===== config.mk =====
export PLATFORM = sky130hd
export DESIGN_NAME = pong_core
export DESIGN_NICKNAME = d
export VERILOG_FILES = /design/src/rtl/pong_pkg.sv /design/src/rtl/pong_ball.sv /design/src/rtl/pong_score.sv /design/src/rtl/pong_serve.sv /design/src/rtl/pong_core.sv
export SDC_FILE = /design/constraint.sdc
export NUM_CORES = 1
export LEC_CHECK = 0
export BUFFER_PORTS_ARGS = -buffer_cell sky130_fd_sc_hd__buf_2
export CAP_MARGIN = 20
export CORE_MARGIN = 5
export CORE_UTILIZATION = 35
export CTS_BUF_LIST = sky130_fd_sc_hd__clkbuf_16
export DETAILED_ROUTE_END_ITERATION = 10
export SLEW_MARGIN = 20
export SYNTH_ARGS = -nofsm -noshare
export SYNTH_HDL_FRONTEND = slang
export SYNTH_SLANG_ARGS = --single-unit

===== constraint.sdc =====
create_clock -name clk_i -period 6.1 [get_ports clk_i]
set_input_delay 1.525 -clock clk_i [delete_from_list [all_inputs] [get_ports clk_i]]
set_output_delay 1.525 -clock clk_i [all_outputs]
set_load 0.05 [all_outputs]

===== src/rtl/pong_pkg.sv =====
package pong_pkg;
  typedef enum logic {SIDE_A = 1'b0, SIDE_B = 1'b1} side_e;
  typedef enum logic {DIR_DN = 1'b0, DIR_UP = 1'b1} dir_e;
endpackage


===== src/rtl/pong_ball.sv =====
module pong_ball
  import pong_pkg::*;
#(
  parameter int LEDS  = 8,
  parameter int POS_W = $clog2(LEDS + 2)
) (
  input  logic            clk_i,
  input  logic            rst_ni,
  input  logic            tick_i,
  input  logic            hit_a_i,
  input  logic            hit_b_i,
  input  logic            pickup_i,
  input  logic            play_en_i,
  input  side_e           server_i,
  output logic            launch_o,
  output logic            miss_a_o,
  output logic            miss_b_o,
  output logic [LEDS-1:0] led_o
);
  localparam logic [POS_W-1:0] POS_A   = POS_W'(1);
  localparam logic [POS_W-1:0] POS_B   = POS_W'(LEDS);
  localparam logic [POS_W-1:0] POS_MAX = POS_W'(LEDS + 1);

  logic [POS_W-1:0] pos_q, pos_nxt;
  dir_e             dir_q, dir_nxt;
  logic             moving_q;
  logic             at_a, at_b, out_of_table, step, reb_a, reb_b;

  assign at_a         = (pos_q == POS_A);
  assign at_b         = (pos_q == POS_B);
  assign out_of_table = (pos_q == '0) || (pos_q == POS_MAX);

  // serve only from rest on the server's own end
  assign launch_o = !moving_q && !pickup_i && play_en_i &&
                    (((server_i == SIDE_A) && at_a && hit_a_i) ||
                     ((server_i == SIDE_B) && at_b && hit_b_i));
  assign reb_a    = moving_q && at_a && hit_a_i;
  assign reb_b    = moving_q && at_b && hit_b_i;

  always_comb begin
    dir_nxt = dir_q;
    if (launch_o)   dir_nxt = (server_i == SIDE_A) ? DIR_UP : DIR_DN;
    else if (reb_a) dir_nxt = DIR_UP;
    else if (reb_b) dir_nxt = DIR_DN;
  end

  assign step     = tick_i && !pickup_i && (moving_q || launch_o);
  assign pos_nxt  = (dir_nxt == DIR_UP) ? pos_q + POS_W'(1) : pos_q - POS_W'(1);
  assign miss_a_o = step && at_a && (dir_nxt == DIR_DN);
  assign miss_b_o = step && at_b && (dir_nxt == DIR_UP);

  always_ff @(posedge clk_i or negedge rst_ni) begin
    if (!rst_ni) begin
      pos_q    <= POS_A;
      dir_q    <= DIR_UP;
      moving_q <= 1'b0;
    end else if (pickup_i) begin
      pos_q    <= (server_i == SIDE_A) ? POS_A : POS_B;
      dir_q    <= (server_i == SIDE_A) ? DIR_UP : DIR_DN;
      moving_q <= 1'b0;
    end else begin
      dir_q <= dir_nxt;
      if (step) pos_q <= pos_nxt;
      if (miss_a_o || miss_b_o) moving_q <= 1'b0;
      else if (launch_o)        moving_q <= 1'b1;
    end
  end

  for (genvar i = 0; i < LEDS; i++) begin : g_led
    assign led_o[i] = (pos_q == POS_W'(i + 1));
  end

  p_pos_range_r2: assert property (@(posedge clk_i) disable iff (!rst_ni)
    pos_q <= POS_MAX);
  p_out_hold_r6: assert property (@(posedge clk_i) disable iff (!rst_ni)
    (out_of_table && !pickup_i) |=> $stable(pos_q));
  p_pickup_end_r7: assert property (@(posedge clk_i) disable iff (!rst_ni)
    pickup_i |=> ((pos_q == POS_A) || (pos_q == POS_B)) && !moving_q);
  p_no_tick_still_r3: assert property (@(posedge clk_i) disable iff (!rst_ni)
    (!tick_i && !pickup_i) |=> $stable(pos_q));
endmodule


===== src/rtl/pong_score.sv =====
module pong_score #(
  parameter int W   = 4,
  parameter int WIN = 11
) (
  input  logic         clk_i,
  input  logic         rst_ni,
  input  logic         clr_i,
  input  logic         inc_i,
  output logic [W-1:0] score_o,
  output logic         win_o
);
  localparam logic [W-1:0] WIN_V = W'(WIN);

  logic [W-1:0] score_q;

  always_ff @(posedge clk_i or negedge rst_ni) begin
    if (!rst_ni)                        score_q <= '0;
    else if (clr_i)                     score_q <= '0;
    else if (inc_i && score_q != WIN_V) score_q <= score_q + W'(1);
  end

  assign score_o = score_q;
  assign win_o   = (score_q == WIN_V);

  p_sat_hold_r9: assert property (@(posedge clk_i) disable iff (!rst_ni)
    (score_q == WIN_V && !clr_i) |=> (score_q == WIN_V));
  p_single_step_r6: assert property (@(posedge clk_i) disable iff (!rst_ni)
    !clr_i |=> (score_q == $past(score_q)) || (score_q == $past(score_q) + W'(1)));
endmodule


===== src/rtl/pong_serve.sv =====
module pong_serve
  import pong_pkg::*;
#(
  parameter int SERVES = 2,
  parameter int CNT_W  = $clog2(SERVES + 1)
) (
  input  logic  clk_i,
  input  logic  rst_ni,
  input  logic  launch_i,
  output side_e owner_o
);
  localparam logic [CNT_W-1:0] CNT_LAST = CNT_W'(SERVES - 1);

  logic [CNT_W-1:0] cnt_q;
  side_e            owner_q;

  always_ff @(posedge clk_i or negedge rst_ni) begin
    if (!rst_ni) begin
      cnt_q   <= '0;
      owner_q <= SIDE_A;
    end else if (launch_i) begin
      if (cnt_q == CNT_LAST) begin
        cnt_q   <= '0;
        owner_q <= (owner_q == SIDE_A) ? SIDE_B : SIDE_A;
      end else begin
        cnt_q <= cnt_q + CNT_W'(1);
      end
    end
  end

  assign owner_o = owner_q;

  p_owner_stable_r8: assert property (@(posedge clk_i) disable iff (!rst_ni)
    !launch_i |=> $stable(owner_q));
endmodule


===== src/rtl/pong_core.sv =====
module pong_core
  import pong_pkg::*;
#(
  parameter int LEDS    = 8,
  parameter int SCORE_W = 4,
  parameter int WIN     = 11,
  parameter int SERVES  = 2
) (
  input  logic               clk_i,
  input  logic               rst_ni,
  input  logic               tick_i,
  input  logic               paddle_a_i,
  input  logic               paddle_b_i,
  input  logic               pickup_i,
  input  logic               ref_clr_i,
  output logic [LEDS-1:0]    led_o,
  output logic [1:0]         serve_led_o,
  output logic [SCORE_W-1:0] score_a_o,
  output logic [SCORE_W-1:0] score_b_o,
  output logic               game_over_o
);
  logic  pad_a_q, pad_b_q, hit_a, hit_b;
  logic  launch, miss_a, miss_b, win_a, win_b;
  side_e owner;

  always_ff @(posedge clk_i or negedge rst_ni) begin
    if (!rst_ni) begin
      pad_a_q <= 1'b0;
      pad_b_q <= 1'b0;
    end else begin
      pad_a_q <= paddle_a_i;
      pad_b_q <= paddle_b_i;
    end
  end

  assign hit_a = paddle_a_i && !pad_a_q;
  assign hit_b = paddle_b_i && !pad_b_q;

  pong_ball #(.LEDS(LEDS)) u_ball (
    .clk_i, .rst_ni, .tick_i,
    .hit_a_i   (hit_a),
    .hit_b_i   (hit_b),
    .pickup_i,
    .play_en_i (!game_over_o),
    .server_i  (owner),
    .launch_o  (launch),
    .miss_a_o  (miss_a),
    .miss_b_o  (miss_b),
    .led_o
  );

  pong_serve #(.SERVES(SERVES)) u_serve (
    .clk_i, .rst_ni,
    .launch_i (launch),
    .owner_o  (owner)
  );

  // a miss by one side scores for the other
  pong_score #(.W(SCORE_W), .WIN(WIN)) u_score_a (
    .clk_i, .rst_ni,
    .clr_i   (ref_clr_i),
    .inc_i   (miss_b && !game_over_o),
    .score_o (score_a_o),
    .win_o   (win_a)
  );

  pong_score #(.W(SCORE_W), .WIN(WIN)) u_score_b (
    .clk_i, .rst_ni,
    .clr_i   (ref_clr_i),
    .inc_i   (miss_a && !game_over_o),
    .score_o (score_b_o),
    .win_o   (win_b)
  );

  assign game_over_o = win_a || win_b;
  assign serve_led_o = (owner == SIDE_A) ? 2'b01 : 2'b10;

  p_one_server_r8: assert property (@(posedge clk_i) disable iff (!rst_ni)
    $countones(serve_led_o) == 1);
  p_frozen_over_r9: assert property (@(posedge clk_i) disable iff (!rst_ni)
    (game_over_o && !ref_clr_i) |=> $stable(score_a_o) && $stable(score_b_o));
endmodule


==> flow_metrics.tcl <==
set metrics [dict create \
    end_kind "output port" \
    layout_common_cells "25 x buf_2, 17 x dfrtp_1, 8 x inv_1" \
    synth_area_um2 1236 \
    core_um2 3390 \
    fin_area_um2 1471 \
    rows 21 \
    insertion_delay_ns 0.25 \
    cp_slowest_cell "o21ai_1" \
    place.gp.congestion 0.8694 \
    wl_per_cell_um 13.41 \
    worst_pin_slew_ns 0.6731 \
    ys_warn_count 0 \
    rsz0062_at_grt "no" \
    ys_ff_latch 19 \
    synth_top_area_share_pct 34.41 \
    slew_viol_final 0 \
    start_util_pct 36.47 \
    wl_mm 2.682 \
    place_area_um2 1389 \
    grt_pass1_vias 1035 \
    syn_inst 130 \
    r2r_cells 9 \
    grt_pass1_wl_mm 4.650 \
    post-route-period-util_pct 53.08 \
    synth-seq-area-share_pct 38.66 \
    synth_edf_count 0 \
    antenna_found_initial 0 \
    place_hpwl_mm 2.115 \
    ys.flop_type "dfrtp_1" \
    worstSetupPathType "reg2out" \
    fin_tns_setup_ns 0 \
    hold_buffers 0 \
    synth_area_leaders "dfrtp_1 34%, ha_1 6.1%, dfstp_2 4.3%, nand4b_4 3.8%, and2_1 3.5%" \
    clockBufferDepth 2 \
    slowest_delay_ns 0.44 \
    clock-sinks 19 \
    drtIter0Drc 52 \
    ys_types 45 \
    nets 168 \
    antennaDiodeCount 0 \
    path_cells "ha_1 > nand2_1 > o21ai_1 > buf_2" \
    cts_root_buffer "clkbuf_16" \
    ios 26 \
    worst_slack_ns 2.862 \
    die_area_um2 4821 \
    arrival_ns 1.71 \
    dp.cells 196 \
    fmax_ghz 0.3088 \
    io_buffers 25 \
    mostFrequentLayoutCell "buf_2" \
    grt_use_total_pct 11.62 \
    synth_top_area_cell "dfrtp_1" \
    synth_fp_nets 143 \
    die_x_um 69.43 \
    cts_buffers 3 \
    relSlewSlack_pct 55.08 \
    syn2layout_area_growth_pct 19.03 \
    maxCapViolCount 0 \
    cts_setup_buffers 0 \
    p_leak_nw 0.6914 \
    drive_above_1_share_pct 25.32 \
    htree_levels 1 \
    drc_errors 0 \
    gr-total-overflow 0 \
    firstDrtPassIters 4 \
    finClkSkew_ns 0.005500 \
    ir_drop_mv 0.1276 \
    fp.dieH_um 69.43 \
    min_path_cells 1 \
    async_flop_share_pct 100.0 \
    hold_viol_final 0 \
    status "completed" \
    dp_slack_ns 2.685 \
    startpoint_type "register" \
    worstPathMaxFanout 8 \
    postRouteAntennaNets 0 \
    powerDensity_nw_per_um2 365.4 \
    clk_pin_slew_ns 0.06 \
    tritoncts "yes" \
    ctsResizeCount 0 \
    setup-violations-final 0 \
    fin_crit_ns 3.238 \
    worst_ep_required_time_ns 4.58 \
    layout.cells.non_filler 200 \
    synth_area_per_cell_um2 9.509 \
    detailroute.via_count 1036 \
    viasPerCell 5.180 \
    grt_max_degree 20 \
    hp-class "reg2reg" \
]
## power by group
group / internal (mW) / leakage, nW / total, mW / switching (mW)
registers: 0.151 / 0.245 / 0.176 / 0.0247
logic: 0.0683 / 0.409 / 0.223 / 0.155
clock network: 0.0887 / 0.0371 / 0.139 / 0.0499
total: 0.308 / 0.691 / 0.538 / 0.229
## logic make-up (layout without fill, tap and decap cells)
group,Yosys count,count (layout),share of synthesized area (%)
adders and majority gates,6,6,6.073
DFF,19,19,38.66
muxes,5,5,4.251
xor gates and xnor gates,4,4,2.835
AOI/OAI and AO/OA,30,30,16.19
buffers and inverters,16,40,5.870
and+or+nand+nor,50,50,26.11
## synthesized netlist by cell type (4+ instances only)
library cell / count
a21oi_1: 7
and2_1: 7
dfrtp_1: 17
ha_1: 6
inv_1: 8
nand2_1: 7
nand3_1: 5
nor2_1: 4
nor2b_1: 4
o21ai_0: 6
o31ai_1: 4
## through the flow
step                hold slack [ns]  utilization (%)  total power [mW]
finish                       0.4844            43.41            0.5377
global route                 0.4952            43.41            0.5706
CTS                          0.4905            43.41            0.5411
detailed placement           0.4790            40.97            0.4020
global placement             0.4716            40.97            0.3997
floorplan                    0.4463                -            0.3641
## registers in the layout, summed over array words and instances (netlist names)
register,flops
u_ball.pos_q,4
u_score_a.score_o,4
pad_a_q,1
u_serve.cnt_q,2
u_ball.moving_q,1
u_score_b.score_o,4
pad_b_q,1
u_serve.owner_o,1
u_ball.dir_q,1
## area by class of cell
type | count | area, um^2
Clock buffer | 3 | 75.07
Tap cell | 46 | 57.56
Clock inverter | 1 | 7.507
Inverter | 11 | 42.54
Sequential cell | 19 | 478.0
Fill cell | 334 | 1918
Multi-Input combinational cell | 95 | 685.7
Timing Repair Buffer | 25 | 125.1
## layer usage
metal  vias up  track usage, %  wire, um
met2        29           20.23      1343
li1        512               -         -
met1       495           13.67      1131
met3         0           4.928       207
met5         -               0         0
met4         0           1.302         0
## worst paths after layout
check	startpoint	end	slack (ns)
setup / recovery	u_score_b.score_o[0]	game_over_o	2.86
hold reg to reg	u_serve.cnt_q[0]	u_serve.cnt_q[0]	0.48
min in group asynchronous	rst_ni	u_ball.pos_q[3]	1.21
setup reg to reg	u_ball.pos_q[1]	u_score_b.score_o[0]	3.38
max in group asynchronous	rst_ni	u_ball.dir_q	4.56
hold / removal	u_serve.cnt_q[0]	u_serve.cnt_q[0]	0.48
## critical path: cells and delay by family, from the launching register on
kind / cells / cell delay [ns]
AOI/OAI and AO/OA: 1 / 0.44
and+or+nand+nor: 1 / 0.05
buffers and inverters: 1 / 0.37
adders and majority gates: 1 / 0.19
DFF: 1 / 0.40
No activity file was read; power rests on OpenSTA's default activity.
